### src/rtl/brp_pkg.sv
package brp_pkg;
    typedef enum logic [1:0] {
        Q_EMPTY = 2'd0,
        Q_PART  = 2'd1,
        Q_FULL  = 2'd2
    } occ_state_t;
endpackage

### src/rtl/brp_dir.sv
module brp_dir #(
    parameter int unsigned PC_W = 16
) (
    input  logic [PC_W-1:0] pc,
    input  logic [PC_W-1:0] target,
    input  logic            hint_valid,
    input  logic            hint_taken,
    output logic            taken,
    output logic [PC_W-1:0] next_pc
);
    logic backward;

    always_comb begin
        backward = (target <= pc);
        taken    = hint_valid ? hint_taken : backward;
        next_pc  = taken ? target : pc + PC_W'(1);
    end
endmodule

### src/rtl/brp_queue.sv
module brp_queue
    import brp_pkg::*;
#(
    parameter int unsigned DEPTH  = 4,
    parameter int unsigned DATA_W = 33
) (
    input  logic              clk,
    input  logic              rst_n,
    input  logic              push,
    input  logic              pop,
    input  logic              flush,
    input  logic [DATA_W-1:0] wdata,
    output logic [DATA_W-1:0] head,
    output logic              push_ok,
    output logic              pop_ok,
    output logic              full
);
    localparam int unsigned PTR_W = (DEPTH > 1) ? $clog2(DEPTH) : 1;
    localparam int unsigned CNT_W = $clog2(DEPTH + 1);

    occ_state_t        state, state_nxt;
    logic [DATA_W-1:0] mem [DEPTH];
    logic [PTR_W-1:0]  wr_ptr, rd_ptr;
    logic [CNT_W-1:0]  count, count_nxt;
    logic              empty;

    function automatic logic [PTR_W-1:0] bump(input logic [PTR_W-1:0] p);
        return (p == PTR_W'(DEPTH - 1)) ? '0 : p + PTR_W'(1);
    endfunction

    // output decode from the occupancy state
    always_comb begin
        empty = 1'b0;
        full  = 1'b0;
        unique case (state)
            Q_EMPTY: empty = 1'b1;
            Q_PART:  ;
            Q_FULL:  full = 1'b1;
            default: empty = 1'b1;
        endcase
        push_ok = push && !full && !flush;
        pop_ok  = pop && !empty && !flush;
        head    = mem[rd_ptr];
    end

    // next-state: fill, top-up, drain, retire, purge, idle
    always_comb begin
        count_nxt = count + CNT_W'(push_ok) - CNT_W'(pop_ok);
        if (flush)
            count_nxt = '0;
        if (count_nxt == '0)
            state_nxt = Q_EMPTY;
        else if (count_nxt == CNT_W'(DEPTH))
            state_nxt = Q_FULL;
        else
            state_nxt = Q_PART;
    end

    always_ff @(posedge clk) begin
        if (!rst_n) begin
            state  <= Q_EMPTY;
            count  <= '0;
            wr_ptr <= '0;
            rd_ptr <= '0;
        end else begin
            state <= state_nxt;
            count <= count_nxt;
            if (flush) begin
                wr_ptr <= '0;
                rd_ptr <= '0;
            end else begin
                if (push_ok) wr_ptr <= bump(wr_ptr);
                if (pop_ok)  rd_ptr <= bump(rd_ptr);
            end
        end
    end

    always_ff @(posedge clk) begin
        if (push_ok)
            mem[wr_ptr] <= wdata;
    end


    occupancy_bound_chk: assert property (@(posedge clk) disable iff (!rst_n)
        count <= CNT_W'(DEPTH));

    flush_empties_chk: assert property (@(posedge clk) disable iff (!rst_n)
        flush |=> (state == Q_EMPTY));

    full_state_count_chk: assert property (@(posedge clk) disable iff (!rst_n)
        (state == Q_FULL) |-> (count == CNT_W'(DEPTH)));
endmodule

### src/rtl/brp_stats.sv
module brp_stats #(
    parameter int unsigned CNT_W = 16
) (
    input  logic             clk,
    input  logic             rst_n,
    input  logic             event_ok,
    input  logic             was_taken,
    input  logic             was_wrong,
    output logic [CNT_W-1:0] total,
    output logic [CNT_W-1:0] taken,
    output logic [CNT_W-1:0] wrong
);
    localparam int unsigned NCTR = 3;

    logic [NCTR-1:0]       inc;
    logic [NCTR*CNT_W-1:0] flat;

    assign inc = {event_ok && was_wrong, event_ok && was_taken, event_ok};

    for (genvar g = 0; g < NCTR; g++) begin : g_ctr
        logic [CNT_W-1:0] c;
        always_ff @(posedge clk) begin
            if (!rst_n)
                c <= '0;
            else if (inc[g] && (c != '1))
                c <= c + CNT_W'(1);
        end
        assign flat[g*CNT_W +: CNT_W] = c;
    end

    assign total = flat[0 +: CNT_W];
    assign taken = flat[CNT_W +: CNT_W];
    assign wrong = flat[2*CNT_W +: CNT_W];


    total_monotone_chk: assert property (@(posedge clk) disable iff (!rst_n)
        1'b1 |=> (total >= $past(total)));

    taken_le_total_chk: assert property (@(posedge clk) disable iff (!rst_n)
        taken <= total);

    wrong_le_total_chk: assert property (@(posedge clk) disable iff (!rst_n)
        wrong <= total);
endmodule

### src/rtl/brpred_static.sv
module brpred_static #(
    parameter int unsigned PC_W  = 16,
    parameter int unsigned DEPTH = 4,
    parameter int unsigned CNT_W = 16
) (
    input  logic             clk,
    input  logic             rst_n,
    input  logic             fetch_valid,
    input  logic [PC_W-1:0]  fetch_pc,
    input  logic [PC_W-1:0]  fetch_target,
    input  logic             hint_valid,
    input  logic             hint_taken,
    output logic             pred_taken,
    output logic [PC_W-1:0]  pred_next_pc,
    output logic             slots_full,
    input  logic             resolve_valid,
    input  logic             resolve_taken,
    input  logic             flush,
    output logic             mispredict,
    output logic [PC_W-1:0]  redirect_pc,
    output logic [CNT_W-1:0] stat_total,
    output logic [CNT_W-1:0] stat_taken,
    output logic [CNT_W-1:0] stat_mispred
);
    localparam int unsigned ENT_W = 2 * PC_W + 1;

    logic [ENT_W-1:0] head_ent;
    logic             push_ok, pop_ok;
    logic [PC_W-1:0]  head_pc, head_tgt;
    logic             head_pred, wrong_now;
    logic [PC_W-1:0]  fix_pc;

    brp_dir #(.PC_W(PC_W)) dir_u (
        .pc         (fetch_pc),
        .target     (fetch_target),
        .hint_valid (hint_valid),
        .hint_taken (hint_taken),
        .taken      (pred_taken),
        .next_pc    (pred_next_pc)
    );

    brp_queue #(.DEPTH(DEPTH), .DATA_W(ENT_W)) queue_u (
        .clk     (clk),
        .rst_n   (rst_n),
        .push    (fetch_valid),
        .pop     (resolve_valid),
        .flush   (flush),
        .wdata   ({pred_taken, fetch_target, fetch_pc}),
        .head    (head_ent),
        .push_ok (push_ok),
        .pop_ok  (pop_ok),
        .full    (slots_full)
    );

    always_comb begin
        head_pc   = head_ent[PC_W-1:0];
        head_tgt  = head_ent[2*PC_W-1:PC_W];
        head_pred = head_ent[ENT_W-1];
        wrong_now = pop_ok && (resolve_taken != head_pred);
        fix_pc    = resolve_taken ? head_tgt : head_pc + PC_W'(1);
    end

    always_ff @(posedge clk) begin
        if (!rst_n) begin
            mispredict  <= 1'b0;
            redirect_pc <= '0;
        end else begin
            mispredict <= wrong_now;
            if (wrong_now)
                redirect_pc <= fix_pc;
        end
    end

    brp_stats #(.CNT_W(CNT_W)) stats_u (
        .clk       (clk),
        .rst_n     (rst_n),
        .event_ok  (pop_ok),
        .was_taken (resolve_taken),
        .was_wrong (wrong_now),
        .total     (stat_total),
        .taken     (stat_taken),
        .wrong     (stat_mispred)
    );


    redirect_follows_resolve_chk: assert property (@(posedge clk) disable iff (!rst_n)
        mispredict |-> $past(resolve_valid));

    taken_next_is_target_chk: assert property (@(posedge clk) disable iff (!rst_n)
        pred_taken |-> (pred_next_pc == fetch_target));

    flush_quiet_chk: assert property (@(posedge clk) disable iff (!rst_n)
        flush |=> !mispredict);

    mispredict_counted_chk: assert property (@(posedge clk) disable iff (!rst_n)
        (mispredict && ($past(stat_mispred) != '1)) |-> (stat_mispred != $past(stat_mispred)));
endmodule

### config.mk
export PLATFORM = sky130hd
export DESIGN_NAME = brpred_static
export DESIGN_NICKNAME = d
export VERILOG_FILES = /design/src/rtl/brp_pkg.sv /design/src/rtl/brp_dir.sv /design/src/rtl/brp_queue.sv /design/src/rtl/brp_stats.sv /design/src/rtl/brpred_static.sv
export SDC_FILE = /design/constraint.sdc
export NUM_CORES = 1
export LEC_CHECK = 0
export BUFFER_PORTS_ARGS = -buffer_cell sky130_fd_sc_hd__buf_2
export CORE_ASPECT_RATIO = 1.4
export CORE_MARGIN = 2
export CORE_UTILIZATION = 52
export DETAILED_ROUTE_END_ITERATION = 7
export GPL_TIMING_DRIVEN = 0
export PLACE_DENSITY = 0.82
export SLEW_MARGIN = 15
export SYNTH_ARGS = -nofsm -noshare
export SYNTH_HDL_FRONTEND = slang
export SYNTH_SLANG_ARGS = --single-unit
export TNS_END_PERCENT = 10
### constraint.sdc
create_clock -name clk -period 7.25 [get_ports clk]
set_clock_uncertainty 0.05 [all_clocks]
set_input_delay 1.45 -clock clk [delete_from_list [all_inputs] [get_ports clk]]
set_output_delay 1.45 -clock clk [all_outputs]
set_load 0.03 [all_outputs]
==> summary.md, run 1 <==
| Metric | Value |
|---|---|
| Synth Net Count | 787 |
| Final Instance Count excl. Fillers | 1,118 |
| Dpl hpwl | 15.3 mm |
| Required time worst endpoint | 5750 ps |
| Startpoint Class | input port |
| R2r setup slk | 4440 ps |
| Synth warn | 0 |
| Nets | 934 |
| FF/Latch Area | 5490 um^2 |
| Leakage | 4.28 nW |
| Root buf cell | clkbuf_16 |
| Post-route ant nets | 0 |
| Clock Tree Buf Depth | 3 |
| Largest stage delay on the critical path | 480 ps |
| H-tree depth | 1 |
| Std cell rows | 58 |
| CTS tree | done |
| Pwr dens | 222 nW/um^2 |
| Pins over their slew limit | 0 |
| CP most frequent cell | buf_2 |
| Reg2reg path depth | 10 |
| Critical Path End Type | primary output |
| Via-to-Cell Ratio | 5.60 |
| Hold_ws | 405 ps |
| Synthesis-stage register bit count | 208 |
| Sequential share of the synthesized area | 0.577 |
| Hold Buf Count CTS | 0 |
| Cell variety after synth | 50 |
| Hold Vio Cnt, Final | 0 |
| Number of global-route vias before repair | 6,228 |
| Worst Hold End | redirect_pc[5]$_SDFFE_PN0P_ |
| Clk_lat worst skew | 500 ps |
| Hold path depth | 2 |
| Die Height | 164 um |
| Worst rel slew slack | 0.488 |
| Critical-path cell list | buf_2 -> inv_1 -> ha_1 -> a21o_1 -> a21o_1 -> a21oi_1 -> o2111ai_1 -> o22ai_2 -> buf_2 -> mux2_2 -> buf_2 |
| Fill cells | 1,381 |
| Clock-pin slew on the worst setup and hold paths | 60 ps |
| Most used DFF post-synth | edfxtp_1 |
| Largest net degree at the start of global routing | 30 |
| Slowest CP cell | buf_2 |
| Worst-margin pin slew | 761 ps |
| Tcrit/Tclk final | 0.807 |
| Minimum clock period after layout | 5850 ps |
| Synth Cell Area | 9510 um^2 |
| Total gr overflow | 0 |
| F_max | 171 MHz |
| Initial antenna violation count | 0 |
| Finish-stage setup viols | 0 |
| Maxcap violations | 0 |
| Dpl cells | 1,083 |
| Syn avg cell area | 13.2 um^2 |
| Gr usage total | 0.219 |
| WL final | 21.1 mm |
| Worst VDD drop | 0.174 mV |
| RSZ-0062 raised after global routing | false |
| Chip width | 118 um |
| TritonCTS buffer count | 20 |
| Area grow syn2layout | 17.0% |
| Worst-path maximum fanout | 14 |
| Global-route wire length before repair | 33.2 mm |
| Final Wtd Congestion | 0.811 |
| Total iterations of the first detailed-routing run | 5 |
| Setup bufs post-CTS | 0 |
| Footprint of the multi-input gates | 3820 um^2 |
| Routed len/inst | 18.9 um |
| Layout cells sized above 1 | 0.247 |
| # clock sinks | 208 |
| Setup TNS | 0 ps |
| Die footprint | 19,400 um^2 |
| Core ar. | 17,900 um^2 |
| RR Endpoint | queue_u.state[0]$_SDFF_PP0_ |
| Synthesized instance count | 718 |
| Residual DRC | 0 |
| First DRT Iteration DRCs | 441 |
| EDFF count, synth | 132 |
| Initial Util | 0.531 |
| Status | complete, no violations |
| DR vias | 6,262 |
| Worst Path Arrival | 4350 ps |
| # resized after CTS | 0 |
| Crit Path Class | input port to primary output |
| R2R Path Start | queue_u.state[0]$_SDFF_PP0_ |
| Hold WC Path Type | flop to flop |
| Port Buf Inserts | 121 |
| Num ports | 123 |
| Worst hold path startpoint | redirect_pc[5]$_SDFFE_PN0P_ |
| Async SR Flop Fraction | 0 |
==> area by class of cell <==
cell class	count	area share
multi-input combinational	462	0.343
timing repair buffer	125	0.0616
clock inverter	4	0.00607
antenna	1	0.000225
inverter	24	0.00809
tap	240	0.0270
sequential	208	0.493
clock buffer	30	0.0502
buffer	24	0.0111
==> cells in the mapped netlist (2+ instances only) <==
library cell  number  area, um^2
or3_1              3        18.8
o2111ai_1          2        17.5
mux2i_1            8        80.1
nand3_1           34         170
mux2_2            14         158
edfxtp_1         132        3960
nor3b_1            4        30.0
mux4_2            31         698
dfxtp_1           76        1520
and2_1            55         344
nand4_1           28         175
nor2b_1           11        68.8
a21oi_1           10        50.1
and3_1            10        62.6
o21ai_0            6        30.0
buf_4              3        22.5
nand2b_1           6        37.5
o211ai_1           6        45.0
nor2_1            27         101
o211a_1            3        30.0
nand2_1           48         180
or2_2              2        12.5
nor4_1             2        12.5
nor3_1            12        60.1
mux4_1             2        52.6
a21boi_0           6        45.0
xor2_1            18         158
o21a_1             3        22.5
and4_1             6        52.6
xnor2_1           55         482
a221oi_1           2        17.5
a21o_1             4        30.0
ha_1              28         350
clkbuf_1          12        45.0
buf_6              2        22.5
o2bb2ai_1          5        43.8
inv_1             24        90.1
buf_2              6        30.0
==> power by group <==
| group | total (W) | internal [W] | switching (W) |
|---|---|---|---|
| clock | 0.00101 | 0.000602 | 0.000411 |
| sequential | 0.00128 | 0.00127 | 0.00000528 |
| combinational | 0.000181 | 0.0000671 | 0.000114 |
==> critical path: cells and delay by family <==
family	cells	cell delay [ps]
buffers and inverters	4	880
AO/OA/AOI/OAI	5	1290
multiplexers	1	400
adder cells (fa/ha/maj)	1	310
==> placed cells by master, fill, tap and decap left out, drive strengths merged, types with 2 or more instances in the layout <==
cell,n
or3,3
bufinv,2
edfxtp,132
nand4,28
a21oi,10
nor2b,11
mux4,33
mux2i,8
a21o,4
o211ai,6
and4,6
xor2,18
o2111ai,2
and2,55
buf,137
and3,10
dfxtp,76
nor3,12
inv,24
ha,28
clkbuf,42
nand2b,6
nor2,28
a21boi,6
o2bb2ai,5
nor4b,2
nand3,34
o211a,3
or2,2
xnor2,56
nand2,48
nor3b,4
o21a,3
o21ai,6
a221oi,2
nor4,2
clkinv,2
mux2,14
==> per-stage QoR <==
step                utilization  power [W]  setup WS (ps)  instance area, um^2
finish                    0.621    0.00247           1400                11100
global route              0.621    0.00255           1290                11100
CTS                       0.621    0.00249           1410                11100
detailed placement        0.586    0.00149           1420                10500
global placement          0.581    0.00148           1430                10400
floorplan                     -    0.00142           2020                 9510
==> worst max path at each step <==
stage,start,endpoint,cells past startpoint
finish,fetch_pc[13],pred_next_pc[14],11
global route,fetch_pc[13],pred_next_pc[14],11
CTS,fetch_pc[13],pred_next_pc[14],11
detailed placement,fetch_pc[13],pred_next_pc[14],11
global placement,fetch_pc[13],pred_next_pc[14],11
floorplan,fetch_pc[13],pred_next_pc[0],9
==> flip-flops by register name, indices dropped and copies added (netlist names), named ones only <==
| name | cells |
|---|---|
| stats_u.wrong | 16 |
| queue_u.state | 2 |
| stats_u.total | 16 |
| redirect_pc | 16 |
| stats_u.taken | 16 |
| queue_u.count | 3 |
| queue_u.mem | 132 |
| mispredict | 1 |
| queue_u.wr_ptr | 2 |
| queue_u.rd_ptr | 2 |
==> kinds of logic after synthesis <==
logic type	after synthesis	share of synthesized area
xor+xnor	74	0.0701
buf+inv	48	0.0225
flops	208	0.577
mux	55	0.104
simple gates	253	0.147
fa+ha+maj	29	0.0389
compound gates	51	0.0413
==> layer usage <==
layer	vias to the layer above	share of wire	global-route usage
li1	2943	-	-
met1	3034	0.37	0.252
met2	237	0.54	0.414
met3	48	0.057	0.0285
met4	0	0.031	0.0838
met5	-	0	0
Note: power is estimated with default switching activity, not from simulation.
==> inputs of run 2 (changes only) <==
--- a/config.mk
+++ b/config.mk
@@ -5,13 +5,14 @@
 export SDC_FILE = /design/constraint.sdc
 export NUM_CORES = 1
 export LEC_CHECK = 0
+export ABC_AREA = 1
 export BUFFER_PORTS_ARGS = -buffer_cell sky130_fd_sc_hd__buf_2
 export CORE_ASPECT_RATIO = 1.4
 export CORE_MARGIN = 2
 export CORE_UTILIZATION = 52
 export DETAILED_ROUTE_END_ITERATION = 7
 export GPL_TIMING_DRIVEN = 0
-export PLACE_DENSITY = 0.82
+export PLACE_DENSITY = 0.84
 export SLEW_MARGIN = 15
 export SYNTH_ARGS = -nofsm -noshare
 export SYNTH_HDL_FRONTEND = slang
==> constraint.sdc (replaced) <==
create_clock -name clk -period 4.8 [get_ports clk]
set_clock_uncertainty 0.05 [all_clocks]
set_input_delay 0.96 -clock clk [delete_from_list [all_inputs] [get_ports clk]]
set_output_delay 0.96 -clock clk [all_outputs]
set_load 0.03 [all_outputs]
==> summary.md, run 2 <==
| Metric | Value |
|---|---|
| Status | complete, no violations |
| Setup WS post-layout | 573 ps (-829 ps) |
| Maxcap violations | 0 (unchanged) |
| Port Buf Inserts | 121 (unchanged) |
| Gr usage total | 0.249 (+0.0300) |
| Worst-margin pin slew | 693 ps (-68.7 ps) |
| Hold Buf Count CTS | 0 (unchanged) |
| Critical-path cell list | buf_2 -> inv_1 -> ha_1 -> a21oi_1 -> o21ai_0 -> a21oi_1 -> nand2_1 -> nand2_1 -> nand2_1 -> nand2_1 -> nand2_2 -> buf_4 -> inv_1 -> buf_2 |
| Clk_lat worst skew | 490 ps (about the same) |
| Initial Util | 0.528 (-0.00254) |
| Worst rel slew slack | 0.537 (+0.0483) |
| Startpoint Class | input port |
| Area contributors post-synth | edfxtp_1 (39%), dfxtp_1 (15%), nand2_1 (10%), a21oi_1 (4.0%), nand3_1 (4.0%) |
| Leakage | 4.86 nW (+14%) |
| Num ports | 123 (unchanged) |
| RR Endpoint | queue_u.count[2]$_SDFF_PN0_ |
| Reg2reg path depth | 10 (unchanged) |
| Hold WC Path Type | flop to flop |
| N_diodes | 0 (-1) |
| CP most frequent cell | nand2_1 |
| Finish-stage setup viols | 0 (unchanged) |
| CTS tree | done |
| Die Height | 169 um (+3.0%) |
| Post-layout util | 0.622 (+0.000922) |
| Pins over their slew limit | 0 (unchanged) |
| Synth Cell Area | 10,100 um^2 (+6.3%) |
| Post-route ant nets | 0 (unchanged) |
| Clock Tree Buf Depth | 3 (unchanged) |
| Residual DRC | 0 (unchanged) |
| Synthesis-stage register bit count | 208 (unchanged) |
| Slowest CP cell | ha_1 |
| Largest stage delay on the critical path | 320 ps (-160 ps) |
| EDFF count, synth | 132 (unchanged) |
| Syn avg cell area | 9.00 um^2 (-32%) |
| Global-route wire length before repair | 40.1 mm (+21%) |
| Core ar. | 19,100 um^2 (+6.8%) |
| Synth warn | 0 (unchanged) |
| Total Power | 0.00406 W (+64%) |
| Std cell rows | 60 (+3.4%) |
| Clock-pin slew on the worst setup and hold paths | 60 ps (about the same) |
| Most used DFF post-synth | edfxtp_1 |
| Worst hold path startpoint | queue_u.rd_ptr[1]$_SDFFE_PP0P_ |
| Dpl hpwl | 18.5 mm (+21%) |
| Total gr overflow | 0 (unchanged) |
| # resized after CTS | 0 (unchanged) |
| Place WS | 616 ps (-804 ps) |
| # clock sinks | 208 (unchanged) |
| Root buf cell | clkbuf_16 |
| R2r setup slk | 2200 ps (-2240 ps) |
| Synthesized instance count | 1,123 (+56%) |
| WL final | 26.0 mm (+23%) |
| Synth Net Count | 1,192 (+51%) |
| Total iterations of the first detailed-routing run | 6 (+1) |
| Setup TNS | 0 ps (unchanged) |
| Hold path depth | 2 (unchanged) |
| Hold Vio Cnt, Final | 0 (unchanged) |
| Largest net degree at the start of global routing | 26 (-13%) |
| Cell with the most instances after synthesis | nand2_1 |
| Die footprint | 20,600 um^2 (+6.1%) |
| Worst-path maximum fanout | 10 (-4) |
| Via-to-Cell Ratio | 5.50 (-1.8%) |
| Pwr dens | 341 nW/um^2 (+53%) |
| Crit Path Class | input port to primary output |
| TritonCTS buffer count | 20 (unchanged) |
| RSZ-0062 raised after global routing | false |
| Hold_ws | 438 ps (+33.4 ps) |
| Synth top area share | 0.392 (-0.0247) |
| Worst Hold End | queue_u.rd_ptr[1]$_SDFFE_PP0P_ |
| Sequential share of the synthesized area | 0.543 (-0.0341) |
| Routed len/inst | 17.0 um (-10%) |
| Number of global-route vias before repair | 8,158 (+31%) |
| Critical Path End Type | primary output |
| Worst Path Arrival | 3220 ps (-1130 ps) |
| Required time worst endpoint | 3790 ps (-1960 ps) |
| Worst VDD drop | 0.230 mV (+32%) |
| Tcrit/Tclk final | 0.881 |
| Register with the most flip-flops | queue_u.mem |
| Post-synth top cells | nand2_1 (275), edfxtp_1 (132), inv_1 (99) |
| First DRT Iteration DRCs | 585 (+33%) |
| Initial antenna violation count | 0 (unchanged) |
| Most frequent cells in the layout | nand2_1 (275), buf_2 (133), edfxtp_1 (132) |
| Minimum clock period after layout | 4230 ps |
| F_max | 237 MHz |
| Layout cells sized above 1 | 0.185 (-0.0629) |
| Commonest non-fill, non-tap cell in the layout | nand2_1 |
| Async SR Flop Fraction | 0 (unchanged) |
| Max reg flops | 132 (unchanged) |
| Fill cells | 1,554 (+13%) |
| Final Wtd Congestion | 0.902 (+11%) |
| Nets | 1,339 (+43%) |
| R2R Path Start | queue_u.state[0]$_SDFF_PP0_ |
| Leading area contributor after synthesis | edfxtp_1 |
| Area grow syn2layout | 17.8% |
| H-tree depth | 1 (unchanged) |
| Setup bufs post-CTS | 0 (unchanged) |
| Chip width | 122 um (+3.0%) |
| Cell variety after synth | 47 (-6.0%) |
| DR vias | 8,430 (+35%) |
## run 2: changes by cell type after synthesis, sizes merged, moves of 20 or more
| cell | delta |
|---|---|
| nand2 | +243 |
| inv | +80 |
| a21oi | +79 |
| nor2 | +76 |
| o21ai | +66 |
| and2 | -55 |
| nand3 | +53 |
| xnor2 | -48 |
| mux4 | -33 |
| nand4 | -20 |
## run 2: how the worst max path moves through the flow
stage	start	endpoint	cells after the start
2_1_floorplan	fetch_pc[15]	pred_next_pc[11]	14
3_3_place_gp	flush	queue_u.mem[2][30]$_DFFE_PP_	4
3_5_place_dp	fetch_pc[1]	pred_taken	14
4_1_cts	fetch_pc[1]	pred_taken	14
5_1_grt	fetch_pc[1]	pred_taken	14
6_report	fetch_pc[1]	pred_taken	14
## run 2: power breakdown
| group | internal (W) | leakage, nW | switching, W |
|---|---|---|---|
| registers | 0.00193 | 1.81 | 0.00000797 |
| clock network | 0.00113 | 0.369 | 0.000679 |
| logic | 0.0000909 | 2.68 | 0.000226 |
| total | 0.00314 | 4.86 | 0.000913 |
## run 2: logic make-up after synthesis
| logic type | share of synthesized area |
|---|---|
| xor gates and xnor gates | 0.0286 |
| buffers and inverters | 0.0615 |
| adders and majority gates | 0.0366 |
| AOI/OAI and AO/OA | 0.103 |
| muxes | 0.000990 |
| and+or+nand+nor | 0.227 |
| DFF | 0.543 |
## run 2: routing by layer
layer / GRT usage / share of wire / vias up / routed length [um]
li1: - / - / 4077 / -
met5: 0 / 0 / - / 0
met1: 0.270 / 0.37 / 3913 / 9650
met2: 0.466 / 0.51 / 366 / 13400
met3: 0.0414 / 0.074 / 74 / 1920
met4: 0.115 / 0.042 / 0 / 1100
## run 2: stage by stage
stage                     cells  instance area (um^2)
after floorplan            1123                 10100
after global placement     1492                 11000
after detailed placement   1496                 11100
after CTS                  1532                 11900
after global routing       1532                 11900
final                      1532                 11900
## run 2: cell type report
| cell class | count | area (um^2) | area share |
|---|---|---|---|
| sequential | 208 | 5490 | 0.461 |
| multi-input combinational | 772 | 4030 | 0.339 |
| timing repair buffer | 125 | 693 | 0.0582 |
| clock buffer | 21 | 526 | 0.0441 |
| inverter | 104 | 393 | 0.0330 |
| tap | 248 | 310 | 0.0261 |
| clock inverter | 15 | 238 | 0.0200 |
| buffer | 39 | 229 | 0.0192 |
## run 2: worst max-delay path: cells and delay by family
| family | cells | cell delay (ps) |
|---|---|---|
| AO/OA/AOI/OAI | 3 | 460 |
| adder cells (fa/ha/maj) | 1 | 320 |
| buffers and inverters | 5 | 930 |
| AND/OR/NAND/NOR | 5 | 540 |
==> inputs of run 3 (changes only) <==
--- a/config.mk
+++ b/config.mk
@@ -9,10 +9,11 @@
 export BUFFER_PORTS_ARGS = -buffer_cell sky130_fd_sc_hd__buf_2
 export CORE_ASPECT_RATIO = 1.4
 export CORE_MARGIN = 2
-export CORE_UTILIZATION = 52
+export CORE_UTILIZATION = 35
 export DETAILED_ROUTE_END_ITERATION = 7
 export GPL_TIMING_DRIVEN = 0
-export PLACE_DENSITY = 0.84
+export HOLD_SLACK_MARGIN = 0.1
+export PLACE_DENSITY = 0.64
 export SLEW_MARGIN = 15
 export SYNTH_ARGS = -nofsm -noshare
 export SYNTH_HDL_FRONTEND = slang
==> summary.md, run 3 (same netlist as run 2, synthesis figures left out) <==
| Metric | Value |
|---|---|
| Pwr dens | 334 nW/um^2 (-2.0%) |
| Most frequent cells in the layout | nand2_1 (275), buf_2 (133), edfxtp_1 (132) |
| Sw power | 0.000950 W (+4.1%) |
| Num ports | 123 (unchanged) |
| Setup bufs post-CTS | 0 (unchanged) |
| Setup TNS | 0 ps (unchanged) |
| Switching share of power | 0.236 (+0.0108) |
| CTS tree | done |
| # resized after CTS | 0 (unchanged) |
| Chip width | 148 um (+21%) |
| Die Height | 205 um (+21%) |
| Initial antenna violation count | 2 (+2) |
| Root buf cell | clkbuf_16 |
| Initial Util | 0.356 (-0.172) |
| RR Endpoint | queue_u.state[1]$_SDFF_PP0_ |
| Dpl cells | 1,623 (+8.5%) |
| Commonest non-fill, non-tap cell in the layout | nand2_1 |
| Routed len/inst | 16.4 um (-3.3%) |
| Startpoint Class | input port |
| WL final | 27.4 mm (+5.1%) |
| Area grow syn2layout | 19.3% |
| First DRT Iteration DRCs | 402 (-31%) |
| Clk_lat worst skew | 510 ps (+20 ps) |
| Core ar. | 28,400 um^2 (+48%) |
| Tcrit/Tclk final | 0.854 (-0.0266) |
| Reg2reg path depth | 10 (unchanged) |
| Crit Path Class | input port to primary output |
| Hold WC Path Type | flop to flop |
| Hold path depth | 2 (unchanged) |
| Layout cells sized above 1 | 0.187 (+0.00253) |
| Clock Tree Buf Depth | 3 (unchanged) |
| RSZ-0062 raised after global routing | false |
| Clock group share of total power | 0.442 (-0.003) |
| Footprint of the multi-input gates | 4030 um^2 (unchanged) |
| FF/Latch Area | 5490 um^2 (unchanged) |
| Finish-stage setup viols | 0 (unchanged) |
| Worst VDD drop | 0.189 mV (-18%) |
| Register with the most flip-flops | queue_u.mem |
| Critical Path End Type | primary output |
| Final Instance Count excl. Fillers | 1,665 (+8.7%) |
| Max reg flops | 132 (unchanged) |
| Worst Path Arrival | 3090 ps (-130 ps) |
| Final Wtd Congestion | 0.867 (-3.8%) |
| Gr usage total | 0.181 (-0.0681) |
| Required time worst endpoint | 3790 ps (about the same) |
| R2r setup slk | 2280 ps (+80 ps) |
| Port Buf Inserts | 121 (unchanged) |
| R2R Path Start | queue_u.state[0]$_SDFF_PP0_ |
| Metal3 WL | 1.68 mm (-13%) |
| H-tree depth | 1 (unchanged) |
| Minimum clock period after layout | 4100 ps (-128 ps) |
| Residual DRC | 0 (unchanged) |
| DR vias | 8,269 (-1.9%) |
| TritonCTS buffer count | 22 (+10%) |
| Logic pwr share | 0.078 (about the same) |
| # clock sinks | 208 (unchanged) |
| Total iterations of the first detailed-routing run | 5 (-1) |
| Leakage | 4.86 nW (about the same) |
| Nets | 1,341 (+0.15%) |
| Status | complete, no violations |
| Top Layer Used | met4 |
| Total gr overflow | 0 (unchanged) |
| Hold Buf Count CTS | 0 (unchanged) |
| Worst hold path startpoint | stats_u.taken[4]$_SDFFE_PN0P_ |
| M1 wire length | 10.5 mm (+8.7%) |
| Worst-path maximum fanout | 10 (unchanged) |
| Dpl hpwl | 19.9 mm (+7.3%) |
| Clock-pin slew on the worst setup and hold paths | 70 ps (about the same) |
| Internal power | 0.00308 W (-2.1%) |
| Maxcap violations | 0 (unchanged) |
| Number of global-route vias before repair | 8,055 (-1.3%) |
| Worst rel slew slack | 0.485 (-0.0513) |
| WL met2 | 14.3 mm (+7.1%) |
| Post-route ant nets | 0 (unchanged) |
| Via-to-Cell Ratio | 4.97 (-9.7%) |
| Global-route wire length before repair | 42.8 mm (+6.9%) |
| Die footprint | 30,300 um^2 (+47%) |
| Sequential share of power | 0.480 (+0.003) |
| Pins over their slew limit | 0 (unchanged) |
| Worst Hold End | stats_u.taken[4]$_SDFFE_PN0P_ |
| Std cell rows | 73 (+22%) |
| Hold Vio Cnt, Final | 0 (unchanged) |
| Largest net degree at the start of global routing | 24 (-7.7%) |
| Worst-margin pin slew | 772 ps (+79.1 ps) |
| F_max | 244 MHz (+3.1%) |
| Fill cells | 2,759 (+78%) |
==> run 3: metal layers <==
layer	vias to the layer above	global-route usage
li1	4083	-
met1	3879	0.202
met2	256	0.338
met3	51	0.0310
met4	0	0.0762
met5	-	0
==> run 3: area by class of cell <==
cell class,instances,area share
Antenna cell,2,0.000415
Tap cell,375,0.0389
Inverter,104,0.0326
Sequential cell,208,0.455
Multi-Input combinational cell,772,0.334
Clock inverter,14,0.0139
Buffer,39,0.0190
Clock buffer,26,0.0495
Timing Repair Buffer,125,0.0568
==> run 3: how the worst max path moves through the flow <==
stage | endpoint | slack, ps | startpoint | depth (start not counted)
final | pred_taken | 700 | fetch_pc[8] | 12
after global routing | pred_taken | 500 | fetch_pc[1] | 14
after CTS | pred_taken | 700 | fetch_pc[8] | 12
after detailed placement | pred_taken | 710 | fetch_pc[8] | 12
after global placement | queue_u.mem[3][18]$_DFFE_PP_ | 90 | flush | 4
after floorplan | pred_next_pc[11] | 1230 | fetch_pc[15] | 14
==> run 3: power groups by stage <==
stage	Sequential, W	Combinational (W)	Clock, W
detailed placement	0.00197	0.000316	0
floorplan	0.00198	0.000184	0
CTS	0.00193	0.000317	0.00181
global route	0.00194	0.000349	0.00188
global placement	0.00197	0.000306	0
finish	0.00193	0.000315	0.00178
==> run 3: through the flow <==
step	utilization	cell area (um^2)	hold WS [ps]	power [W]	setup slack, ps
final	0.425	12100	448	0.00403	701
after detailed placement	0.398	11300	431	0.00229	708
after floorplan	-	10100	408	0.00216	1230
after global placement	0.394	11200	417	0.00228	88.2
after CTS	0.425	12100	440	0.00406	702
after global routing	0.425	12100	467	0.00416	496
==> run 3: worst max-delay path, cell delays in order <==
cell	delay, ps
buf_2	200
inv_1	80
ha_1	280
nand4_1	90
or2_2	310
inv_1	70
a31oi_1	70
nand2_1	220
nand2_2	170
buf_4	210
inv_1	160
buf_2	260
